## config.mk

```make
export PLATFORM = sky130hd
export DESIGN_NAME = pwm_multi
export DESIGN_NICKNAME = d
export VERILOG_FILES = /design/src/rtl/pwm_pkg.sv /design/src/rtl/pwm_ctrl.sv /design/src/rtl/pwm_chan.sv /design/src/rtl/pwm_multi.sv
export SDC_FILE = /design/constraint.sdc
export NUM_CORES = 1
export LEC_CHECK = 0
export ABC_AREA = 1
export BUFFER_PORTS_ARGS = -buffer_cell sky130_fd_sc_hd__buf_2
export CELL_PAD_IN_SITES_DETAIL_PLACEMENT = 1
export CELL_PAD_IN_SITES_GLOBAL_PLACEMENT = 2
export CORE_UTILIZATION = 36
export DETAILED_ROUTE_END_ITERATION = 10
export PLACE_DENSITY = 0.78
export SLEW_MARGIN = 20
export SYNTH_ARGS = -nofsm -noshare
export SYNTH_HDL_FRONTEND = slang
export SYNTH_HIERARCHICAL = 1
export SYNTH_SLANG_ARGS = --single-unit
```

## constraint.sdc

```tcl
create_clock -name clk -period 2.85 [get_ports clk]
set_input_delay 0.57 -clock clk [delete_from_list [all_inputs] [get_ports clk]]
set_output_delay 0.57 -clock clk [all_outputs]
set_load 0.03 [all_outputs]
```

## src/rtl/pwm_pkg.sv

```systemverilog
package pwm_pkg;

  localparam int DIV_CODE_W = 3;
  localparam int PRE_W      = 10;

  typedef enum logic [1:0] {
    LVL_LOW     = 2'd0,
    LVL_HIGH    = 2'd1,
    LVL_HIZ     = 2'd2,
    LVL_HIZ_ALT = 2'd3
  } lvl_t;

  typedef struct packed {
    logic en;
    logic commit;
  } chStrobe_t;

  // Terminal prescaler count (divisor minus one) for a divisor code.
  function automatic logic [PRE_W-1:0] preLastOf(input logic [DIV_CODE_W-1:0] code);
    logic [3:0]     sh;
    logic [PRE_W:0] d;
    sh = (code <= 3'd4) ? {1'b0, code} : ({code, 1'b0} - 4'd4);
    d  = (PRE_W+1)'(1) << sh;
    return PRE_W'(d - 1'b1);
  endfunction

endpackage

```

## src/rtl/pwm_ctrl.sv

```systemverilog
module pwm_ctrl
  import pwm_pkg::*;
#(
  parameter int NUM_CH = 4,
  parameter int CNT_W  = 16,
  parameter int ADDR_W = 4,
  parameter int DATA_W = 32
) (
  input  logic                                    clk,
  input  logic                                    rstN,
  input  logic                                    wrEn,
  input  logic [ADDR_W-1:0]                       wrAddr,
  input  logic [DATA_W-1:0]                       wrData,
  input  logic [NUM_CH-1:0]                       wrapTick,
  output chStrobe_t [NUM_CH-1:0]                  strb,
  output logic [NUM_CH-1:0][CNT_W-1:0]            shPer,
  output logic [NUM_CH-1:0][CNT_W-1:0]            shAct,
  output logic [NUM_CH-1:0][CNT_W-1:0]            shInact,
  output logic [NUM_CH-1:0][1:0]                  shActLvl,
  output logic [NUM_CH-1:0][1:0]                  shInactLvl,
  output logic [NUM_CH-1:0][DIV_CODE_W-1:0]       shDiv
);

  localparam int LVL_A_LSB = CNT_W;
  localparam int LVL_I_LSB = CNT_W + 2;
  localparam int DIV_LSB   = CNT_W + 4;

  logic [NUM_CH-1:0] enReg;
  logic [NUM_CH-1:0] pending;
  logic [NUM_CH-1:0] commitVec;

  always_comb begin
    for (int n = 0; n < NUM_CH; n++) begin
      commitVec[n]   = pending[n] && (!enReg[n] || wrapTick[n]);
      strb[n].en     = enReg[n];
      strb[n].commit = commitVec[n];
    end
  end

  always_ff @(posedge clk) begin
    if (!rstN) begin
      enReg <= '0;
    end else if (wrEn && wrAddr == '0) begin
      enReg <= wrData[NUM_CH-1:0];
    end
  end

  always_ff @(posedge clk) begin
    if (!rstN) begin
      pending    <= '0;
      shPer      <= '0;
      shAct      <= '0;
      shInact    <= '0;
      shActLvl   <= '0;
      shInactLvl <= '0;
      shDiv      <= '0;
    end else begin
      for (int n = 0; n < NUM_CH; n++) begin
        if (wrEn && wrAddr == ADDR_W'(2 * n + 1)) begin
          shAct[n]   <= wrData[CNT_W-1:0];
          shInact[n] <= wrData[2*CNT_W-1:CNT_W];
        end
        if (wrEn && wrAddr == ADDR_W'(2 * n + 2)) begin
          shPer[n]      <= wrData[CNT_W-1:0];
          shActLvl[n]   <= wrData[LVL_A_LSB +: 2];
          shInactLvl[n] <= wrData[LVL_I_LSB +: 2];
          shDiv[n]      <= wrData[DIV_LSB +: DIV_CODE_W];
          pending[n]    <= 1'b1;
        end else if (commitVec[n]) begin
          pending[n] <= 1'b0;
        end
      end
    end
  end

endmodule

```

## src/rtl/pwm_chan.sv

```systemverilog
module pwm_chan
  import pwm_pkg::*;
#(
  parameter int CNT_W = 16
) (
  input  logic                  clk,
  input  logic                  rstN,
  input  chStrobe_t             strb,
  input  logic [CNT_W-1:0]      shPer,
  input  logic [CNT_W-1:0]      shAct,
  input  logic [CNT_W-1:0]      shInact,
  input  logic [1:0]            shActLvl,
  input  logic [1:0]            shInactLvl,
  input  logic [DIV_CODE_W-1:0] shDiv,
  output logic                  pwmOut,
  output logic                  pwmOe,
  output logic                  wrapTick
);

  logic [CNT_W-1:0]      perQ, actQ, inactQ, cntQ;
  lvl_t                  actLvlQ, inactLvlQ, lvlNow;
  logic [DIV_CODE_W-1:0] divQ;
  logic [PRE_W-1:0]      preQ, preLast;
  logic                  phaseQ, phaseNow, tick, atTop;

  // Live settings, loaded from the holding registers on commit.
  always_ff @(posedge clk) begin
    if (!rstN) begin
      perQ      <= '0;
      actQ      <= '0;
      inactQ    <= '0;
      actLvlQ   <= LVL_LOW;
      inactLvlQ <= LVL_LOW;
      divQ      <= '0;
    end else if (strb.commit) begin
      perQ      <= shPer;
      actQ      <= shAct;
      inactQ    <= shInact;
      actLvlQ   <= lvl_t'(shActLvl);
      inactLvlQ <= lvl_t'(shInactLvl);
      divQ      <= shDiv;
    end
  end

  always_comb begin
    preLast  = preLastOf(divQ);
    tick     = (preQ == preLast);
    atTop    = (cntQ == perQ);
    wrapTick = strb.en && tick && atTop;
    if (cntQ == actQ)        phaseNow = 1'b1;
    else if (cntQ == inactQ) phaseNow = 1'b0;
    else                     phaseNow = phaseQ;
    lvlNow = phaseNow ? actLvlQ : inactLvlQ;
    pwmOe  = strb.en && (lvlNow == LVL_LOW || lvlNow == LVL_HIGH);
    pwmOut = pwmOe && (lvlNow == LVL_HIGH);
  end

  always_ff @(posedge clk) begin
    if (!rstN || !strb.en) begin
      preQ   <= '0;
      cntQ   <= '0;
      phaseQ <= 1'b0;
    end else begin
      phaseQ <= phaseNow;
      if (tick) begin
        preQ <= '0;
        cntQ <= atTop ? '0 : cntQ + CNT_W'(1);
      end else begin
        preQ <= preQ + PRE_W'(1);
      end
    end
  end

endmodule

```

## src/rtl/pwm_multi.sv

```systemverilog
module pwm_multi
  import pwm_pkg::*;
#(
  parameter int  NUM_CH = 4,
  parameter int  CNT_W  = 16,
  localparam int ADDR_W = $clog2(2 * NUM_CH + 1),
  localparam int DATA_W = 2 * CNT_W
) (
  input  logic              clk,
  input  logic              rstN,
  input  logic              wrEn,
  input  logic [ADDR_W-1:0] wrAddr,
  input  logic [DATA_W-1:0] wrData,
  output logic [NUM_CH-1:0] pwmOut,
  output logic [NUM_CH-1:0] pwmOe
);

  chStrobe_t [NUM_CH-1:0]              strb;
  logic [NUM_CH-1:0][CNT_W-1:0]        shPer, shAct, shInact;
  logic [NUM_CH-1:0][1:0]              shActLvl, shInactLvl;
  logic [NUM_CH-1:0][DIV_CODE_W-1:0]   shDiv;
  logic [NUM_CH-1:0]                   wrapTick;
  logic [NUM_CH-1:0]                   enVec;

  pwm_ctrl #(
    .NUM_CH(NUM_CH), .CNT_W(CNT_W), .ADDR_W(ADDR_W), .DATA_W(DATA_W)
  ) u_ctrl (
    .clk(clk), .rstN(rstN), .wrEn(wrEn), .wrAddr(wrAddr), .wrData(wrData),
    .wrapTick(wrapTick), .strb(strb), .shPer(shPer), .shAct(shAct),
    .shInact(shInact), .shActLvl(shActLvl), .shInactLvl(shInactLvl), .shDiv(shDiv)
  );

  for (genvar n = 0; n < NUM_CH; n++) begin : g_chan
    assign enVec[n] = strb[n].en;
    pwm_chan #(.CNT_W(CNT_W)) u_chan (
      .clk(clk), .rstN(rstN), .strb(strb[n]),
      .shPer(shPer[n]), .shAct(shAct[n]), .shInact(shInact[n]),
      .shActLvl(shActLvl[n]), .shInactLvl(shInactLvl[n]), .shDiv(shDiv[n]),
      .pwmOut(pwmOut[n]), .pwmOe(pwmOe[n]), .wrapTick(wrapTick[n])
    );
  end

endmodule

```

==> results of run 1 <==
-- sequential cells by signal, indices dropped and copies added (netlist names) --
signal / cells
u_ctrl/shDiv: 12
g_chan.u_chan/actQ: 64
g_chan.u_chan/cntQ: 64
u_ctrl/shPer: 64
g_chan.u_chan/perQ: 64
u_ctrl/shAct: 64
g_chan.u_chan/divQ: 12
g_chan.u_chan/actLvlQ: 8
g_chan.u_chan/inactLvlQ: 8
u_ctrl/shInactLvl: 8
g_chan.u_chan/preQ: 40
u_ctrl/enReg: 4
g_chan.u_chan/inactQ: 64
g_chan.u_chan/phaseQ: 4
u_ctrl/shActLvl: 8
u_ctrl/pending: 4
u_ctrl/shInact: 64
-- metal layers --
metal | vias to the layer above | wire [um] | global-route usage (%)
li1 | 11700 | - | -
met1 | 11400 | 38500 | 29.9
met2 | 263 | 41700 | 42.1
met3 | 135 | 2640 | 3.49
met4 | 4 | 2310 | 6.85
met5 | - | 33 | 0
-- kinds of logic (layout without fill, tap and decap cells) --
kind of cell,after synthesis,count (layout)
fa+ha+maj,8,8
other cells,0,2
compound gates,451,451
flops,556,556
buf+inv,513,575
simple gates,2036,2036
xor+xnor,188,188
-- how the worst max path moves through the flow --
stage	cells past startpoint	from	end	slack (ns)
2_1_floorplan	15	g_chan[0].u_chan/divQ[2]	g_chan[0].u_chan/inactQ[1]	0.28
3_3_place_gp	13	g_chan[1].u_chan/cntQ[11]	g_chan[1].u_chan/perQ[0]	0.01
3_5_place_dp	13	g_chan[1].u_chan/cntQ[11]	g_chan[1].u_chan/perQ[0]	-0.06
4_1_cts	14	g_chan[0].u_chan/cntQ[4]	pwmOut[0]	-0.04
5_1_grt	15	g_chan[0].u_chan/cntQ[15]	pwmOut[0]	-0.14
6_report	15	g_chan[0].u_chan/cntQ[11]	pwmOut[0]	-0.0002
-- repair_timing --
| item | CTS | global route |
|---|---|---|
| gates resized for setup | 155 | 64 |
| pin swaps | 27 | 37 |
| buffers inserted | 28 | 19 |
| endpoints found under the setup margin | 9 | 18 |
| hold endpoints to repair | 0 | 0 |
-- where the power goes --
group | switching, W | internal (W)
sequential | 0.0000739 | 0.00785
combinational | 0.000775 | 0.000295
clock | 0.00340 | 0.00504
-- critical path, stage by stage, from the launching register on --
cell and delay, ns:
dfxtp_2 0.34, buf_6 0.12, inv_1 0.06, nand2_1 0.05, nand2_1 0.04, nor2_1 0.08
nand2_1 0.11, nor2_1 0.13, nand2_1 0.10, nand2_2 0.13, buf_6 0.11, nand3_2 0.06
nand2_2 0.08, inv_2 0.04, nor2_4 0.11, buf_6 0.14
-- per-stage QoR --
step / std cells / setup TNS [ns] / util (%) / total power [W] / setup slack (ns)
after global routing: 4754 / -0.439 / 42.2 / 0.0181 / -0.143
final: 4756 / -0.000183 / 42.2 / 0.0174 / -0.000183
after floorplan: 3752 / 0 / - / 0.00874 / 0.277
after CTS: 4736 / -0.0652 / 41.8 / 0.0177 / -0.0398
after global placement: 4596 / 0 / 38.0 / 0.00915 / 0.0122
after detailed placement: 4596 / -0.0592 / 38.0 / 0.00917 / -0.0592
-- area by class of cell --
class	instances	area, um2	share of cell area, %
antenna	2	5.00	0.0169
clock buffer	98	2010	6.77
clock inverter	14	131	0.443
inverter	292	1120	3.77
multi-input combinational	2683	12500	42.3
sequential	556	11300	38.1
tap	940	1180	3.96
timing repair buffer	171	1390	4.68
-- synth_stat cells, types with 9 or more instances --
| master | n |
|---|---|
| a21oi_1 | 199 |
| buf_1 | 9 |
| buf_2 | 90 |
| buf_6 | 12 |
| clkbuf_1 | 102 |
| dfxtp_1 | 556 |
| inv_1 | 278 |
| nand2_1 | 888 |
| nand2_2 | 12 |
| nand3_1 | 110 |
| nand4_1 | 71 |
| nor2_1 | 874 |
| nor3_1 | 48 |
| o21ai_0 | 228 |
| o21ai_1 | 12 |
| xnor2_1 | 72 |
| xor2_1 | 116 |
==> results by group, run 1 <==
Synth
  • Gate Count Post-Synth: approximately 3800
  • Synth area leaders: dfxtp_1, nand2_1, nor2_1, o21ai_0, inv_1
  • Post-Synth Adder-Cell Area: less than 1%
  • Synth Area in XOR/XNOR: under 10%
  • Post-synthesis sequential area ratio: between 40 and 50%
  • Synth async-reset ratio: 0%
  • Top flip-flop cell by instance count after synthesis: dfxtp_1
  • Yosys warns: 6
  • Synth Cell Area: approximately 26000 um2
  • Avg Cell Area, Syn: a little under 7 um2
  • Multiplexer share of the synthesized area: 0%
  • Flops & latches, synth: between 500 and 600
  • Synth area leader: dfxtp_1
  • Simple-Gate Fraction of Synth Area: 32.4%
  • Largest family of logic cells by synthesized area: simple AND/OR/NAND/NOR gates
  • EDFF count, synth: 0
  • Synth Area in Compound Gates: roughly 8.9%
  • Synth top area share: a little over two fifths
  • Distinct cells, synth: 33
  • Post-Syn Nets: between 3000 and 4000

Critical path
  • Worst R2R End: g_chan[1].u_chan/inactQ[1]
  • Worst setup SP type: register
  • Crit path kind: reg -> out
  • Reg-to-reg slack, setup: 0.24 ns
  • R2R depth: 15
  • WP data arrival: roughly 2.3 ns
  • R2r startpoint: g_chan[1].u_chan/cntQ[3]
  • Worst Path Max Fanout: 5
  • Critical Path RT: roughly 2.3 ns
  • Worst setup EP type: primary output

Clocking
  • Reg clk slew, reported paths: 0.06 ns
  • CTS max path bufs: 3
  • Max H-tree Level: 3
  • Hold Buf Count CTS: 0
  • CTS Buf Count: 68
  • CTS tree: yes
  • Worst-Skew Late Latency: 0.60 ns
  • Clock Sinks: ~560
  • Root Buffer: clkbuf_16

Run status
  • Failing checks: setup timing
  • Status: finished with violations

Final layout
  • Final #Nets: approximately 3800
  • Share of layout cells above drive strength 1: approximately an eighth
  • Most common cell after layout, fill and taps aside: nand2_1
  • Number of fillers in the final layout: 8846
  • Commonest cells after routing, fill and taps aside: nand2_1, nor2_1, dfxtp_1
  • Fin area: between 20000 and 30000 um2
  • Syn-to-layout area delta: 15.8%

Floorplanning
  • Core area: roughly 70000 um2
  • # rows: between 90 and 100
  • Die area: 72200 um2
  • Die H: between 200 and 300 um
  • IO Pins: between 40 and 50
  • Die X-Extent: between 200 and 300 um
  • Initial core utilization: roughly 36%

Hold path
  • Hold Crit Class: in -> reg
  • Hold endpoint: u_ctrl/shInact[30]
  • Worst hold stages: 3
  • Hold wc startpoint: wrData[30]

Detailed routing
  • DRT Pass-1 Iters: 5
  • Post-DR vias/cell: 4.93
  • DRC viols: 0
  • DRT iter0 DRCs: around 1300
  • WL/cell: about 18 um
  • Routed vias: 23500
  • Total Wirelength: 85200 um
  • Antenna-violating nets left: 0

Timing
  • Final worst path period need: around 2.9 ns
  • Period utilization: 100%
  • Setup Skew: between 0.02 and 0.025 ns
  • Fin Hold WS: between 0.2 and 0.25 ns
  • Worst setup margin: -0.000183 ns
  • F_max: around 0.35 GHz
  • Rel. slew slack: between 30% and 40%
  • Final setup fails: 1
  • Unrepaired setup endpoints after global routing: yes
  • Pins over their slew limit: 0
  • Worst Tran Pin Value: between 0.9 and 1 ns
  • Final hold violation count: 0

Place
  • Area post-placement: around 27000 um2
  • # port buffers: 46
  • DP HPWL: 59000 um
  • Placer congestion estimate: 0.839

Global routing
  • Largest net degree at the start of global routing: just under 100
  • Vias in the first global route: 24100
  • Initial antenna violation count: 4
  • Grt total ovfl: 0
  • Global-route wire length before repair: 134000 um
  • Overall Global Routing Usage: between 20% and 30%

Power
  • Pwr dens: around 600 nW/um2
  • P_leak: between 10 and 15 nW
  • Worst VDD drop: around 0.38 mV

Run
  • Max_cap viols: 0
Note: power is estimated with default switching activity, not from simulation.
==> inputs of run 2 (changes only) <==
CORE_ASPECT_RATIO = 0.9   (was unset)
==> run 2 against run 1 <==
  * The flow now finishes without violations
  * Setup slack gained 0.020 ns
  * First-iteration DRC count is 19% lower
  * Routed wire length decreased by 0.25%
  * Hold slack improved by 0.014 ns
  * Critical path depth down 2
==> results by group, run 2 (same netlist as run 1, synthesis figures left out) <==
Detailed routing
  • DRC viols: 0
  • DRT iter0 DRCs: between 1000 and 1500
  • Total Wirelength: roughly 85000 um
  • WL/cell: around 18 um
  • DRT Pass-1 Iters: 4
  • Routed vias: ~23000
  • Post-DR vias/cell: 4.94
  • Antenna-violating nets left: 0

Floorplanning
  • Initial core utilization: between 30 and 40%
  • Die H: approximately 260 um
  • Core area: roughly 70000 um2
  • IO Pins: between 40 and 50
  • # rows: around 90
  • Die X-Extent: approximately 280 um
  • Die area: 72200 um2

Timing
  • Final hold violation count: 0
  • Rel. slew slack: a little over two fifths
  • Period utilization: between 90 and 100%
  • Final worst path period need: between 2 and 3 ns
  • Setup Skew: 0.0220 ns
  • Unrepaired setup endpoints after global routing: yes
  • F_max: about 0.35 GHz
  • Final setup fails: 0
  • Worst Tran Pin Value: between 0.8 and 0.9 ns
  • Pins over their slew limit: 0
  • Worst setup margin: between 0.015 and 0.02 ns

Final layout
  • Final core occ: a little over two fifths
  • Most common cell after layout, fill and taps aside: nand2_1
  • Share of layout cells above drive strength 1: ~13%
  • Final #Nets: 3812
  • Commonest cells after routing, fill and taps aside: nand2_1, nor2_1, dfxtp_1
  • Syn-to-layout area delta: 16.0%

Critical path
  • Family with the most delay on the worst path: simple AND/OR/NAND/NOR gates
  • WP data arrival: ~2.3 ns
  • CP bufs+invs: 2
  • Worst Path Max Fanout: 5
  • Worst setup EP type: primary output
  • Reg-to-reg slack, setup: approximately 0.21 ns
  • Most used cell, CP: nand2_1
  • Critical Path RT: between 2 and 2.5 ns
  • Cell Chain, Critical Path: inv_1 -> nand2_1 -> nand2_1 -> nor2_1 -> nand2_1 -> nor2_1 -> nand2_1 -> nand2_2 -> nand2_2 -> nand2_2 -> nand3_2 -> nor2_1 -> buf_4
  • Crit path depth: 13
  • Crit path from: g_chan[3].u_chan/cntQ[0]
  • R2r startpoint: g_chan[3].u_chan/divQ[2]
  • R2R depth: 14
  • Crit path kind: reg -> out
  • Worst path max stage delay: about 0.40 ns
  • Worst path slowest cell: dfxtp_4
  • Worst setup SP type: register

Clocking
  • CTS max path bufs: 3
  • Worst-Skew Late Latency: 0.62 ns
  • Reg clk slew, reported paths: about 0.060 ns
  • Clock Sinks: 556
  • Max H-tree Level: 3
  • Root Buffer: clkbuf_16
  • CTS tree: yes
  • Hold Buf Count CTS: 0
  • CTS Buf Count: 67

Global routing
  • Vias in the first global route: around 24000
  • Overall Global Routing Usage: between 20% and 30%
  • Grt total ovfl: 0
  • Initial antenna violation count: 3
  • Global-route wire length before repair: around 130000 um
  • Largest net degree at the start of global routing: between 70 and 80

Hold path
  • Hold Crit Class: in -> reg
  • Worst hold stages: 3
  • Hold wc startpoint: wrData[31]

Run status
  • Status: completed

Power
  • Pwr dens: ~600 nW/um2
  • Worst VDD drop: 0.362 mV
  • P_leak: roughly 13 nW

Place
  • # port buffers: 46
  • Place WS: 0.144 ns
  • DP HPWL: 58900 um
  • Placer congestion estimate: 0.839

Run
  • Max_cap viols: 0
run 2: changes by cell type in the layout (fill, tap and decap cells not counted), sizes merged:
cell	previous run	this run
inv	291	295
buf	171	165
clkinv	9	14
bufinv	2	3
clkinvlp	4	3
diode	2	1
run 2: area by class of cell:
| cell class | count | area (um2) |
|---|---|---|
| Clock inverter | 23 | 225 |
| Fill cell | 8940 | 40500 |
| Inverter | 292 | 1120 |
| Clock buffer | 98 | 1920 |
| Antenna cell | 1 | 2.50 |
| Sequential cell | 556 | 11300 |
| Multi-Input combinational cell | 2683 | 12600 |
| Timing Repair Buffer | 165 | 1340 |
| Tap cell | 940 | 1180 |
run 2: final timing paths:
kind,end
setup / recovery,pwmOut[3]
hold reg to reg,u_ctrl/shPer[62]
hold / removal,u_ctrl/shInact[31]
setup reg to reg,g_chan[3].u_chan/inactQ[12]
run 2: where the power goes:
| part | leakage, nW | internal, W | switching, W |
|---|---|---|---|
| combinational | 7.21 | 0.000291 | 0.000780 |
| sequential | 4.54 | 0.00784 | 0.0000726 |
| clock | 1.06 | 0.00498 | 0.00351 |
run 2: layer usage:
layer / part of all wire, % / track usage (%) / vias to the layer above
met5: 0 / 0.921 / -
met4: 2.7 / 7.46 / 0
met3: 3.8 / 3.76 / 113
met2: 46 / 39.3 / 307
met1: 47 / 30.7 / 11400
li1: - / - / 11700
run 2: through the flow:
step	total power (W)	instances	cell area [um2]	setup TNS [ns]	hold slack [ns]
after floorplan	0.00874	3752	25600	0	0.437
after global placement	0.00914	4595	26700	0	0.454
after detailed placement	0.00916	4595	26700	0	0.457
after CTS	0.0177	4726	29200	0	0.200
after global routing	0.0181	4757	29700	-0.506	0.243
final	0.0175	4758	29700	0	0.236
run 2: tightest hold or removal path, cell delays in order:
cell	delay [ns]
buf_2	0.11
nor2_1	0.05
nor2_1	0.08
run 2: what timing repair did:
action / in CTS / in global routing
gates resized for setup: 109 / 138
setup endpoints to repair: 8 / 14
pin swaps: 4 / 65
buffers inserted: 10 / 33
